**src/rtl/dafir_pkg.sv**
```systemverilog
package dafir_pkg;

   typedef enum logic {
      PH_IDLE = 1'b0,
      PH_RUN  = 1'b1
   } dafir_phase_e;

   function automatic int unsigned sel_bits(input int unsigned n);
      int unsigned w;
      w = 1;
      while ((1 << w) < n) w++;
      return w;
   endfunction

endpackage

```
**src/rtl/dafir_coef_rom.sv**
```systemverilog
module dafir_coef_rom #(
   parameter int unsigned           NTAPS = 4,
   parameter int unsigned           CW    = 8,
   parameter int unsigned           ROM_W = 10,
   parameter logic [NTAPS*CW-1:0]   COEFS = '0
) (
   input  logic [NTAPS-1:0] addr,
   output logic [ROM_W-1:0] word
);
   localparam int unsigned DEPTH = 1 << NTAPS;

   function automatic int unsigned entry_sum(input int unsigned k);
      int unsigned s;
      s = 0;
      for (int i = 0; i < NTAPS; i++)
         if (((k >> i) & 1) != 0) s += int'(COEFS[i*CW +: CW]);
      return s;
   endfunction

   localparam int unsigned FULL_SUM = entry_sum(DEPTH - 1);

   generate
      if (FULL_SUM > (1 << ROM_W) - 1) begin : g_width_err
         $error("dafir_coef_rom: coefficient sum does not fit ROM_W bits");
      end
   endgenerate

   logic [ROM_W-1:0] table_w [DEPTH];

   generate
      for (genvar e = 0; e < DEPTH; e++) begin : g_entry
         assign table_w[e] = ROM_W'(entry_sum(e));
      end
   endgenerate

   assign word = table_w[addr];

endmodule

```
**src/rtl/dafir_bit_slice.sv**
```systemverilog
module dafir_bit_slice #(
   parameter int unsigned NTAPS = 4,
   parameter int unsigned DW    = 8,
   parameter int unsigned SELW  = 3
) (
   input  logic [NTAPS*DW-1:0] taps_flat,
   input  logic [SELW-1:0]     sel,
   output logic [NTAPS-1:0]    addr
);
   generate
      for (genvar i = 0; i < NTAPS; i++) begin : g_tap
         logic [DW-1:0] word_w;
         assign word_w  = taps_flat[i*DW +: DW];
         assign addr[i] = word_w[sel];
      end
   endgenerate
endmodule

```
**src/rtl/dafir_accum.sv**
```systemverilog
module dafir_accum #(
   parameter int unsigned DW    = 8,
   parameter int unsigned ROM_W = 10
) (
   input  logic                  clk,
   input  logic                  rst,
   input  logic                  clr,
   input  logic                  step,
   input  logic [ROM_W-1:0]      word,
   output logic [ROM_W+DW-1:0]   full_nxt
);
   logic [ROM_W:0]   acc_q;
   logic [DW-1:0]    low_q;
   logic [ROM_W:0]   sum_w;
   logic [ROM_W:0]   acc_nxt;
   logic [DW-1:0]    low_nxt;

   always_comb begin
      sum_w    = acc_q + {1'b0, word};
      acc_nxt  = {1'b0, sum_w[ROM_W:1]};
      low_nxt  = {sum_w[0], low_q[DW-1:1]};
      full_nxt = {sum_w[ROM_W:1], low_nxt};
   end

   always_ff @(posedge clk) begin
      if (rst || clr) begin
         acc_q <= '0;
         low_q <= '0;
      end else if (step) begin
         acc_q <= acc_nxt;
         low_q <= low_nxt;
      end
   end
endmodule

```
**src/rtl/dafir_filter.sv**
```systemverilog
module dafir_filter
   import dafir_pkg::*;
#(
   parameter int unsigned         NTAPS = 4,
   parameter int unsigned         DW    = 8,
   parameter int unsigned         CW    = 8,
   parameter int unsigned         ROM_W = 10,
   parameter logic [NTAPS*CW-1:0] COEFS = {8'd250, 8'd200, 8'd100, 8'd37}
) (
   input  logic                 clk,
   input  logic                 rst,
   input  logic                 smp_valid,
   input  logic [DW-1:0]        smp_data,
   output logic                 res_valid,
   output logic [ROM_W+DW-1:0]  res_data
);
   localparam int unsigned SELW  = sel_bits(DW);
   localparam int unsigned OUT_W = ROM_W + DW;

   generate
      if (NTAPS < 1 || NTAPS > 8) begin : g_ntaps_err
         $error("dafir_filter: NTAPS must be 1..8");
      end
      if (DW < 2) begin : g_dw_err
         $error("dafir_filter: DW must be at least 2");
      end
   endgenerate

   dafir_phase_e          phase_q;
   logic [SELW-1:0]       cnt_q;
   logic                  busy;
   logic                  accept;
   logic                  last;
   logic [DW-1:0]         tap_q [NTAPS];
   logic [NTAPS*DW-1:0]   taps_flat;
   logic [NTAPS-1:0]      rom_addr;
   logic [ROM_W-1:0]      rom_word;
   logic [OUT_W-1:0]      full_nxt;
   logic                  res_valid_q;
   logic [OUT_W-1:0]      res_data_q;

   assign busy   = (phase_q == PH_RUN);
   assign accept = smp_valid && !busy;
   assign last   = busy && (cnt_q == SELW'(DW - 1));

   generate
      for (genvar i = 0; i < NTAPS; i++) begin : g_tap
         if (i == 0) begin : g_head
            always_ff @(posedge clk) begin
               if (rst)         tap_q[i] <= '0;
               else if (accept) tap_q[i] <= smp_data;
            end
         end else begin : g_body
            always_ff @(posedge clk) begin
               if (rst)         tap_q[i] <= '0;
               else if (accept) tap_q[i] <= tap_q[i-1];
            end
         end
         assign taps_flat[i*DW +: DW] = tap_q[i];
      end
   endgenerate

   always_ff @(posedge clk) begin
      if (rst) begin
         phase_q <= PH_IDLE;
         cnt_q   <= '0;
      end else if (accept) begin
         phase_q <= PH_RUN;
         cnt_q   <= '0;
      end else if (last) begin
         phase_q <= PH_IDLE;
         cnt_q   <= '0;
      end else if (busy) begin
         cnt_q   <= cnt_q + 1'b1;
      end
   end

   dafir_bit_slice #(.NTAPS(NTAPS), .DW(DW), .SELW(SELW)) u_slice (
      .taps_flat (taps_flat),
      .sel       (cnt_q),
      .addr      (rom_addr)
   );

   dafir_coef_rom #(.NTAPS(NTAPS), .CW(CW), .ROM_W(ROM_W), .COEFS(COEFS)) u_rom (
      .addr (rom_addr),
      .word (rom_word)
   );

   dafir_accum #(.DW(DW), .ROM_W(ROM_W)) u_acc (
      .clk      (clk),
      .rst      (rst),
      .clr      (accept),
      .step     (busy),
      .word     (rom_word),
      .full_nxt (full_nxt)
   );

   always_ff @(posedge clk) begin
      if (rst) begin
         res_valid_q <= 1'b0;
         res_data_q  <= '0;
      end else begin
         res_valid_q <= last;
         if (last) res_data_q <= full_nxt;
      end
   end

   assign res_valid = res_valid_q;
   assign res_data  = res_data_q;

endmodule

```
**config.mk**
```make
export PLATFORM = sky130hd
export DESIGN_NAME = dafir_filter
export DESIGN_NICKNAME = d
export VERILOG_FILES = /design/src/rtl/dafir_pkg.sv /design/src/rtl/dafir_coef_rom.sv /design/src/rtl/dafir_bit_slice.sv /design/src/rtl/dafir_accum.sv /design/src/rtl/dafir_filter.sv
export SDC_FILE = /design/constraint.sdc
export NUM_CORES = 1
export LEC_CHECK = 0
export BUFFER_PORTS_ARGS = -buffer_cell sky130_fd_sc_hd__buf_4
export CAP_MARGIN = 30
export CORE_ASPECT_RATIO = 2
export CORE_MARGIN = 5
export CORE_UTILIZATION = 60
export DETAILED_ROUTE_END_ITERATION = 12
export PLACE_DENSITY = 0.8
export SYNTH_ARGS = -nofsm -noshare
export SYNTH_HDL_FRONTEND = slang
export SYNTH_SLANG_ARGS = --single-unit
```
**constraint.sdc**
```tcl
create_clock -name clk -period 5.2 [get_ports clk]
set_clock_uncertainty 0.05 [all_clocks]
set_input_delay 1.04 -clock clk [delete_from_list [all_inputs] [get_ports clk]]
set_output_delay 1.04 -clock clk [all_outputs]
set_load 0.03 [all_outputs]
```
=== After elaboration in Yosys (flattened, before gate mapping) ===
Memories as Yosys holds them, arrays and structs flattened.
Cells that the tools add are included.

* Logic and storage cells: 45
* Bits of input ports: 11
* RAM bits: 32
* Register bits: 41
* Memories: 2
* Latch bits: 0
* Output and inout port bits: 19
* Bits in read-only memories: 160

{| class="wikitable"
|+ Memory list
! name !! depth !! width !! rd ports !! clocked after memory_dff !! write ports !! line !! RTL
|-
| (name not given) || 16 || 10 || 1 || 0 || 0 || dafir_coef_rom.sv:36 || <nowiki>assign word = table_w[addr];</nowiki>
|-
| tap_q || 4 || 8 || 4 || 0 || 4 || dafir_filter.sv:34 || <nowiki>logic [DW-1:0] tap_q [NTAPS];</nowiki>
|}

* $mul: 0
* Equal/unequal tests: 1
* Shift-type cells: 0
* $add $sub $neg: 2
* Mux-type cells: 21
* Reduce and logical (&&, ||, !) cells: 6
* Divide/modulo/power cells: 0
* Magnitude comparators: 2
* Bitwise gates (word level): 5

{| class="wikitable"
|+ Operator list
! operator !! number
|-
| $mux 8 || 4
|-
| $mux 10 || 2
|-
| $bmux 1 s3 || 4
|-
| $add 10x10->11 || 1
|-
| $mux 1 || 11
|-
| $ge 5x5->1 const B || 1
|-
| $not 4->5 || 1
|-
| $lt 3x4->1 const B || 1
|-
| $or 1x1->1 || 4
|-
| $add 3x1->3 const B || 1
|-
| $eq 3x3->1 const B || 1
|-
| $reduce_or 3->1 || 1
|-
| $logic_and 1x1->1 || 2
|-
| $reduce_bool 2->1 || 1
|-
| $logic_not 1->1 || 1
|-
| $logic_or 1x1->1 || 1
|}

=== Longest topological paths before layout ===
Gate-level depths: netlist of the first run.
An unclocked memory read counts as a cell.

* Word-level depth: 8
* Gate-level depth with buffers: 14
* Depth with buffers taken out: 13

=== Hierarchy ===
Synthesis of the first run repeated with hierarchy kept, for this count alone.

* Cell total of the unflattened synthesis: 334
* Area, all modules: 3,787.4 um2

{| class="wikitable"
|+ Modules (own cells, without submodules)
! module !! area each (um2) !! seq. area each (um2) !! cells each !! times used
|-
| dafir_filter || 2,197.1 || 1,421.4 || 174 || 1
|-
| dafir_accum || 1,061.0 || 340.3 || 116 || 1
|-
| dafir_bit_slice || 270.3 || 0.0 || 14 || 1
|-
| dafir_coef_rom || 259.0 || 0.0 || 30 || 1
|}

=== Worst setup path after synthesis of the first run ===
Ideal clock, no wire load.

* Kind: flip-flop to flip-flop
* Start point: register cnt_q[0]
* End point: register res_data_q[15] (netlist: res_data[15])
* Buffers on the path: 1
* Period minus slack after synthesis: 3.404 ns
* Setup slack: 1.796 ns
* Data required time: 5.088 ns
* Cell stages (with the launch flop): 11
* Setup time: 0.062 ns
* Arrival time: 3.291 ns
* Cells stage by stage: dfxtp_1 -> buf_6 -> mux4_1 -> mux2i_1 -> ha_1 -> mux2_1 -> ha_1 -> a21oi_1 -> o21ai_0 -> or4_1 -> nand3_1

* Cells in the longest elaborated chain, start to end: 7
* Elaborated cells on any way between the ends: 15
* Those cells by class: 1 x add/sub; 1 x eq/ne; 10 x mux; 1 x bitwise; 1 x reduce/logical; 1 x memory

{| class="wikitable"
|+ Ends and longest elaborated chain
! item !! line !! RTL
|-
| start: declaration || dafir_filter.sv:30 || <nowiki>logic [SELW-1:0] cnt_q;</nowiki>
|-
| start signal: assignment || dafir_filter.sv:74 || <nowiki>cnt_q <= cnt_q + 1'b1;</nowiki>
|-
| $bmux 1 s3 || dafir_bit_slice.sv:14 || <nowiki>assign addr[i] = word_w[sel];</nowiki>
|-
| $mux 1 (not written as such) || dafir_bit_slice.sv:14 ||
|-
| $not 4->5 (not written as such) || dafir_coef_rom.sv:36 ||
|-
| $mem_v2 16x10 || n/a ||
|-
| $mux 10 (not written as such) (2 in series) || dafir_coef_rom.sv:36 ||
|-
| $add 10x10->11 || dafir_accum.sv:19 || <nowiki>sum_w = acc_q + {1'b0, word};</nowiki>
|-
| end signal: assignment || dafir_filter.sv:104 || <nowiki>if (last) res_data_q <= full_nxt;</nowiki>
|-
| end: declaration || dafir_filter.sv:40 || <nowiki>logic [OUT_W-1:0] res_data_q;</nowiki>
|}

Parallel ways exist; a longest one is shown, timed or not. The select of a mux whose other input is x is not followed.
A chain may end at the register's enable or synchronous reset.

=== Worst setup path after layout of the first run ===
Ends and elaborated chain as after synthesis.

==> flow_summary_export.csv, run 1 <==
group,metric,value,unit
floorplanning,start_util,60.7,%
critical_path,end_kind,"register",
job,drv_cap,0,
power_and_ir_drop,vdd_drop_max,271,uV
critical_path,critPathSlowestCell,"dfxtp_1",
worst_hold_path,hold_class,"register to register",
routing,dr.first_iter.drc_count,209,
power_and_ir_drop,power_leakage,1.73,nW
place,place_congestion,0.889,
critical_path,critPathLaunch,"cnt_q[0]",
place,dp.cells,417,
global_routing,first_global_vias,2484,
clock_tree,worstSkewPairLatency,0.33,ns
critical_path,critPathKind,"register to register",
floorplanning,rows,40,
cells_and_area,stdcell_count,433,
sta,fmax,0.243,GHz
critical_path,cp_data_required_time,5.42,ns
cells_and_area,layout_commonest_cell,"dfxtp_1",
synth,synth_area,0.00359,sq mm
cells_and_area,fin_util,69.9,%
synth,yosysWarnings,0,
routing,wl_per_cell,16.5,microns
routing,routed-via-count,2577,
clock_tree,ctsResizeCount,0,
sta,min_period,4.11,ns
synth,synth-seq-area-share,49.1,%
synth,async_flop_share,0,%
critical_path,path_max_fanout,13,
critical_path,cp_cell_sequence,"mux4_1 > mux2i_1 > ha_1 > mux2_1 > ha_1 > a21oi_1 > o21ai_0 > or4_1 > nand3_1",
cells_and_area,final_cell_mix,"40 x dfxtp_1, 37 x nand2_1, 34 x and2_1, 32 x buf_4, 32 x edfxtp_1",
critical_path,crit_path_start_kind,"register",
synth,ys.flop_type,"dfxtp_1",
sta,slew_headroom,46.4,%
synth,synth.ff_latch_count,72,
power_and_ir_drop,p_per_area,343,mW/mm^2
power_and_ir_drop,switchingPower,0.330,mW
routing,drc_errors,0,
clock_tree,clk_pin_slew,0.06,ns
sta,tns,0,ns
worst_hold_path,min_from,"res_data[12]",
power_and_ir_drop,p_sw_share,23.3,%
critical_path,reg2reg_from,"cnt_q[0]",
sta,final_hold_viol_count,0,
floorplanning,ioPinCount,30,
cells_and_area,fin_nets,395,
cells_and_area,drive_gt1_share,14.1,%
synth,synth_edf_count,32,
power_and_ir_drop,power_frac_comb,12.3,%
sta,fin_crit_sh,79.0,%
power_and_ir_drop,total_power,1.42,mW
cells_and_area,fillers,440,
global_routing,grt_max_degree,42,
power_and_ir_drop,p_clk_share,43.0,%
clock_tree,h-tree-depth,3,
critical_path,arrival,4.33,ns
sta,slew_violations,0,
clock_tree,post_cts_buffers,0,
place,io_buffers,29,
sta,max_slew.worst_pin.slew,0.802,ns
floorplanning,die_y,119,microns
sta,rsz0062_at_grt,"no",
synth,syn_nets,370,
synth,avgSynthCellArea,10.6,sq um
place,dp_hpwl,4680,microns
routing,via_per_inst,5.95,
floorplanning,core,0.00591,sq mm
floorplanning,die_w,64.7,microns
run_status,status,"complete, no violations",
routing,ant_nets,0,
cells_and_area,area_growth,15.1,%
global_routing,antenna_found_initial,0,
routing,drtPass1Iterations,4,
floorplanning,dieArea,0.00772,sq mm
clock_tree,cts_buffers,9,
clock_tree,cts_sinks,72,
synth,synth_cells,340,
power_and_ir_drop,internal-power,1.09,mW
critical_path,critPathMaxStageDelay,0.74,ns
global_routing,grt_pass1_wl,11600,microns
sta,setup_viol,0,
cells_and_area,antenna_cells,0,
clock_tree,cts_tree,"yes",
synth,synth_cell_types,49,
critical_path,crit_top_cell,"ha_1",
clock_tree,clock-root-buffer,"clkbuf_16",
power_and_ir_drop,seq_power_share,44.7,%
routing,wl,7150,microns
clock_tree,cts_max_path_buffers,2,
sta,holdWs,0.406,ns
global_routing,grt_usage,19.8,%
global_routing,gr-total-overflow,0,
clock_tree,cts_hold_buf,0,
-- power groups by stage --
stage | Sequential [mW] | Clock [mW] | Combinational [mW]
CTS | 0.632 | 0.620 | 0.173
global placement | 0.643 | 0 | 0.165
floorplan | 0.637 | 0 | 0.137
finish | 0.633 | 0.610 | 0.174
detailed placement | 0.644 | 0 | 0.171
global route | 0.635 | 0.648 | 0.195
-- worst max-delay path, delay by kind of cell, from the launching register on --
kind	cells	cell delay, ns
muxes	3	1.38
DFF	1	0.74
adders and majority gates	2	0.70
and+or+nand+nor	2	0.61
AOI/OAI and AO/OA	2	0.56
-- per-layer routing --
layer  GRT usage, %  part of all wire (%)
met1           23.8                    41
met2           32.3                    51
met3           4.15                   5.4
met4           11.0                   2.5
met5              0                     0
-- synthesized netlist by cell type (all sizes together) (4+ instances only) --
cell type	count	area (sq um)
and3	4	25.0
mux2	4	48.8
inv	7	26.3
ha	18	225
and2	34	213
nor2	20	75.1
nand3	11	55.1
a21oi	26	130
clkbuf	11	41.3
edfxtp	32	961
o21ai	11	55.1
dfxtp	40	801
nand2	37	139
mux2i	21	235
mux4	6	150
buf	7	36.3
nor3	11	55.1
-- through the flow --
stage	setup WS [ns]	area [sq um]
floorplan	1.80	3590
finish	1.09	4130
CTS	1.13	4130
global placement	1.33	3830
detailed placement	1.18	3830
global route	0.858	4130
-- flip-flops by register name, summed over array words and instances (netlist names) --
signal,cells
busy,1
cnt_q,3
res_data,18
res_valid,1
tap_q,32
u_acc.acc_q,10
u_acc.low_q,7
-- worst paths after layout --
check | endpoint | slack, ns | cells after the start
worst max-delay path | res_data[15] | 1.09 | 9
worst min-delay path | res_data[12] | 0.41 | 2
worst max register to register | res_data[15] | 1.09 | 9
worst min register to register | res_data[12] | 0.41 | 2
-- logic make-up (layout without fill, tap and decap cells) --
group | count (synthesis) | in the layout | synth area share (%)
AO/OA/AOI/OAI | 60 | 60 | 10.3
XOR/XNOR | 3 | 3 | 0.733
adder cells (fa/ha/maj) | 19 | 19 | 6.84
buffers and inverters | 26 | 56 | 3.00
flip-flops | 72 | 72 | 49.1
multiplexers | 31 | 31 | 12.1
AND/OR/NAND/NOR | 129 | 129 | 18.0
-- area by class of cell --
cell class / instances / area (sq um) / share of cell area [%]
clock buffer: 14 / 264 / 6.39
clock inverter: 2 / 37.5 / 0.909
inverter: 8 / 30.0 / 0.727
multi-input combinational: 242 / 1720 / 41.6
sequential: 72 / 1760 / 42.7
tap: 63 / 78.8 / 1.91
timing repair buffer: 32 / 240 / 5.82
No activity file was read; power rests on OpenSTA's default activity.
==> run 2, diff against run 1 <==
--- a/config.mk
+++ b/config.mk
@@ -9,9 +9,9 @@
 export CAP_MARGIN = 30
 export CORE_ASPECT_RATIO = 2
 export CORE_MARGIN = 5
-export CORE_UTILIZATION = 60
+export CORE_UTILIZATION = 54
 export DETAILED_ROUTE_END_ITERATION = 12
-export PLACE_DENSITY = 0.8
+export PLACE_DENSITY = 0.76
 export SYNTH_ARGS = -nofsm -noshare
 export SYNTH_HDL_FRONTEND = slang
 export SYNTH_SLANG_ARGS = --single-unit
==> constraint.sdc (replaced) <==
create_clock -name clk -period 3.5 [get_ports clk]
set_clock_uncertainty 0.05 [all_clocks]
set_input_delay 0.7 -clock clk [delete_from_list [all_inputs] [get_ports clk]]
set_output_delay 0.7 -clock clk [all_outputs]
set_load 0.03 [all_outputs]
==> flow_summary_export.csv, run 2 (synthesis results as in run 1) <==
group,metric,value,unit
critical_path,timing.rr.end,"res_data[15]",
critical_path,critPathLaunch,"cnt_q[0]",
floorplanning,ioPinCount,30,
critical_path,arrival,3.58,ns
critical_path,critPathKind,"register to register",
power_and_ir_drop,power_leakage,1.80,nW
sta,slew_violations,0,
floorplanning,dieArea,0.00847,sq mm
cells_and_area,fin_nets,408,
sta,min_period,3.35,ns
sta,rsz0062_at_grt,"no",
cells_and_area,top_register,"tap_q",
power_and_ir_drop,vdd_drop_max,469,uV
clock_tree,cts_sinks,72,
floorplanning,rows,42,
critical_path,path_max_fanout,5,
sta,tns,0,ns
worst_hold_path,hold_class,"register to register",
floorplanning,start_util,54.6,%
global_routing,grt_pass1_wl,12400,microns
clock_tree,clock-root-buffer,"clkbuf_16",
place,dp_hpwl,5370,microns
cells_and_area,antenna_cells,0,
sta,setup_viol,0,
sta,max_slew.worst_pin.slew,0.843,ns
floorplanning,die_w,67.6,microns
critical_path,reg2reg_from,"cnt_q[0]",
critical_path,rrSetupSlack,0.15,ns
clock_tree,h-tree-depth,3,
critical_path,ff2ff_path_depth,11,
sta,final_hold_viol_count,0,
sta,fin_crit_sh,95.6,%
critical_path,crit_path_start_kind,"register",
power_and_ir_drop,p_per_area,494,mW/mm^2
global_routing,gr-total-overflow,0,
global_routing,first_global_vias,2574,
routing,routed-via-count,2637,
critical_path,crit_path_end,"res_data[15]",
routing,dr.first_iter.drc_count,136,
run_status,status,"complete, no violations",
clock_tree,worstSkewPairLatency,0.33,ns
place,place_congestion,0.919,
critical_path,cp_data_required_time,3.73,ns
cells_and_area,fin_util,65.1,%
global_routing,grt_usage,19.8,%
clock_tree,clk_pin_slew,0.06,ns
sta,setup_ws,0.154,ns
global_routing,antenna_found_initial,0,
cells_and_area,final_cell_mix,"44 x buf_4, 38 x dfxtp_1, 37 x nand2_1, 34 x and2_1, 32 x edfxtp_1",
cells_and_area,layout_commonest_cell,"buf_4",
clock_tree,cts_max_path_buffers,2,
clock_tree,cts_buffers,9,
place,dp_slack,0.00911,ns
job,drv_cap,0,
routing,ant_nets,0,
sta,fmax,0.299,GHz
sta,slew_headroom,43.7,%
critical_path,end_kind,"register",
routing,wl_per_cell,16.2,microns
routing,drtPass1Iterations,4,
routing,drc_errors,0,
place,io_buffers,29,
global_routing,grt_max_degree,48,
cells_and_area,area_growth,19.3,%
routing,wl,7620,microns
routing,via_per_inst,5.60,
cells_and_area,stdcell_count,471,
cells_and_area,drive_gt1_share,19.1,%
place,dp.cells,454,
clock_tree,cts_tree,"yes",
floorplanning,core,0.00657,sq mm
floorplanning,die_y,125,microns
cells_and_area,largest_register_ffs,32,
[run 2: metrics by stage]
stage	power (mW)	area (sq um)	hold WS [ns]
floorplan	1.15	3590	0.381
global placement	1.23	3950	0.394
detailed placement	1.24	3950	0.397
CTS	2.12	4240	0.406
global route	2.20	4280	0.419
finish	2.11	4280	0.403
[run 2: critical path, stage by stage, from the launching register on]
cell and delay, ns:
dfxtp_2 0.37, buf_4 0.15, mux4_1 0.60, mux2i_4 0.18, inv_1 0.13, nand2_1 0.11
mux2_1 0.34, ha_1 0.35, a21oi_2 0.21, o21ai_0 0.21, or4_1 0.52, nand3_1 0.09
[run 2: cell type report]
| type | instances | area, sq um |
|---|---|---|
| Tap cell | 88 | 110 |
| Sequential cell | 72 | 1760 |
| Clock inverter | 2 | 11.3 |
| Timing Repair Buffer | 45 | 342 |
| Multi-Input combinational cell | 242 | 1740 |
| Inverter | 8 | 30.0 |
| Clock buffer | 14 | 279 |
| Fill cell | 520 | 2290 |
[run 2: power by group]
group / total, mW / leakage, nW / switching (mW) / internal, mW
sequential: 0.938 / 0.671 / 0.0190 / 0.919
clock: 0.876 / 0.146 / 0.327 / 0.549
combinational: 0.299 / 0.984 / 0.170 / 0.129
[run 2: worst min-delay path by stage]
stage	to	slack, ns	startpoint	depth (start not counted)
6_report	res_data[12]	0.40	res_data[12]	2
5_1_grt	res_data[14]	0.42	res_data[14]	2
4_1_cts	res_data[12]	0.41	res_data[12]	2
3_5_place_dp	res_data[12]	0.40	res_data[12]	2
3_3_place_gp	res_data[12]	0.39	res_data[12]	2
2_1_floorplan	res_data[0]	0.38	u_acc.low_q[1]	2
[run 2: timing repair]
action	in CTS	in global routing
resized for setup	0	10
hold endpoints to repair	0	0
hold buffers	0	0
buffers inserted	0	1
setup endpoints to repair	0	10
[run 2: routing by layer]
| metal | track usage (%) | vias up | routed length (microns) |
|---|---|---|---|
| met3 | 4.76 | 13 | 238 |
| met4 | 9.69 | 0 | 207 |
| met5 | 0 | - | 0 |
| li1 | - | 1308 | - |
| met2 | 34.5 | 58 | 4270 |
| met1 | 21.4 | 1258 | 2900 |
==> run 3, diff against run 2 <==
--- a/config.mk
+++ b/config.mk
@@ -12,6 +12,7 @@
 export CORE_UTILIZATION = 54
 export DETAILED_ROUTE_END_ITERATION = 12
 export PLACE_DENSITY = 0.76
+export REMOVE_ABC_BUFFERS = 1
 export SYNTH_ARGS = -nofsm -noshare
 export SYNTH_HDL_FRONTEND = slang
 export SYNTH_SLANG_ARGS = --single-unit
==> flow_summary_export.csv, run 3 (synthesis results as in run 1) <==
group,metric,value,unit
critical_path,critPathMaxStageDelay,0.39,ns
routing,dr.first_iter.drc_count,167,
power_and_ir_drop,power_leakage,1.78,nW
critical_path,path_max_fanout,8,
cells_and_area,fin_util,64.8,%
cells_and_area,final-seq-area,0.00176,sq mm
sta,max_slew.worst_pin.slew,0.797,ns
critical_path,end_kind,"register",
floorplanning,die_y,125,microns
job,drv_cap,0,
cells_and_area,drive_gt1_share,18.9,%
power_and_ir_drop,p_per_area,493,mW/mm^2
floorplanning,core,0.00657,sq mm
cells_and_area,layout_commonest_cell,"buf_4",
clock_tree,cts_sinks,72,
place,dp_hpwl,5260,microns
sta,setup_viol,0,
sta,tns,0,ns
routing,wl_per_cell,16.1,microns
sta,slew_violations,0,
power_and_ir_drop,vdd_drop_max,434,uV
clock_tree,cts_hold_buf,0,
clock_tree,clk_pin_slew,0.06,ns
cells_and_area,largest_register_ffs,32,
routing,routed-via-count,2636,
routing,wl,7540,microns
sta,min_period,3.31,ns
sta,slew_headroom,46.8,%
critical_path,crit_path_start_kind,"register",
place,dp_slack,0.0441,ns
sta,fmax,0.302,GHz
place,dp.cells,451,
cells_and_area,top_register,"tap_q",
critical_path,arrival,3.47,ns
clock_tree,cts_max_path_buffers,2,
critical_path,critPathLaunch,"cnt_q[0]",
floorplanning,die_w,67.6,microns
clock_tree,cts_buffers,9,
critical_path,cp_cell_sequence,"buf_4 > mux2_2 > o22ai_1 > a221o_1 > inv_1 > ha_1 > nand2_1 > o21ai_1 > ha_1 > a21o_1 > a21o_1 > or3_1 > nand3_1 > a21oi_1",
global_routing,grt_max_degree,33,
cells_and_area,multi_input_comb_area,0.00174,sq mm
place,place_congestion,0.895,
sta,holdWs,0.402,ns
clock_tree,cts_tree,"yes",
critical_path,reg2reg_from,"cnt_q[0]",
cells_and_area,fillers,536,
cells_and_area,fin_nets,406,
global_routing,gr-total-overflow,0,
global_routing,first_global_vias,2654,
global_routing,antenna_found_initial,0,
critical_path,critPathSlowestCell,"or3_1",
sta,fin_crit_sh,94.5,%
sta,setup_ws,0.191,ns
floorplanning,start_util,54.6,%
global_routing,grt_usage,19.9,%
cells_and_area,final_cell_mix,"43 x buf_4, 39 x dfxtp_1, 37 x nand2_1, 34 x and2_1, 32 x edfxtp_1",
floorplanning,dieArea,0.00847,sq mm
cells_and_area,area_growth,18.6,%
floorplanning,ioPinCount,30,
floorplanning,rows,42,
clock_tree,clock-root-buffer,"clkbuf_16",
routing,drtPass1Iterations,7,
routing,drc_errors,0,
sta,rsz0062_at_grt,"yes",
routing,ant_nets,0,
global_routing,grt_pass1_wl,12600,microns
routing,via_per_inst,5.62,
run_status,status,"complete, no violations",
cells_and_area,antenna_cells,0,
place,io_buffers,29,
worst_hold_path,min_from,"res_data[14]",
critical_path,critPathKind,"register to register",
sta,final_hold_viol_count,0,
cells_and_area,stdcell_count,469,
clock_tree,worstSkewPairLatency,0.33,ns
critical_path,cp_data_required_time,3.66,ns
clock_tree,h-tree-depth,3,
worst_hold_path,hold_class,"register to register",
## run 3: worst max-delay path: cells and delay by family, from the launching register on
family                   cells  cell delay (ns)
AO/OA/AOI/OAI                6             0.94
adder cells (fa/ha/maj)      2             0.61
buffers and inverters        2             0.32
flip-flops                   1             0.36
multiplexers                 1             0.34
AND/OR/NAND/NOR              3             0.56
## run 3: area by class of cell
cell class,instances,area share (%)
timing repair buffer,43,7.59
clock buffer,12,6.09
clock inverter,4,0.676
tap,88,2.59
sequential,72,41.4
multi-input combinational,242,40.9
inverter,8,0.706
## run 3: final timing paths
| check | endpoint | depth (start not counted) | slack (ns) |
|---|---|---|---|
| setup / recovery | u_acc.acc_q[4] | 14 | 0.19 |
| hold / removal | res_data[14] | 2 | 0.40 |
| setup reg to reg | u_acc.acc_q[4] | 14 | 0.19 |
| hold reg to reg | res_data[14] | 2 | 0.40 |
## run 3: report_power, final
| part | internal, mW | total, mW | switching (mW) |
|---|---|---|---|
| Clock | 0.525 | 0.866 | 0.341 |
| Combinational | 0.124 | 0.294 | 0.170 |
| Sequential | 0.918 | 0.938 | 0.0193 |
| Total | 1.57 | 2.10 | 0.531 |
## run 3: repair_timing
item / CTS / global route
pin swaps: 0 / 1
setup buffers: 0 / 2
cloned: 0 / 0
endpoints found under the setup margin: 1 / 12
gates resized for setup: 1 / 9
## run 3: per-stage QoR
step	total power, mW	instance area, sq um
after floorplan	1.14	3510
after global placement	1.22	3930
after detailed placement	1.23	3930
after CTS	2.09	4220
after global routing	2.19	4250
final	2.10	4250
## run 3: layer usage
metal  routed length [microns]  global-route usage [%]  up-vias
li1                          -                       -     1291
met1                      2810                    22.5     1248
met2                      4130                    33.7       78
met3                       360                    4.04       19
met4                       247                    10.6        0
met5                         0                       0        -
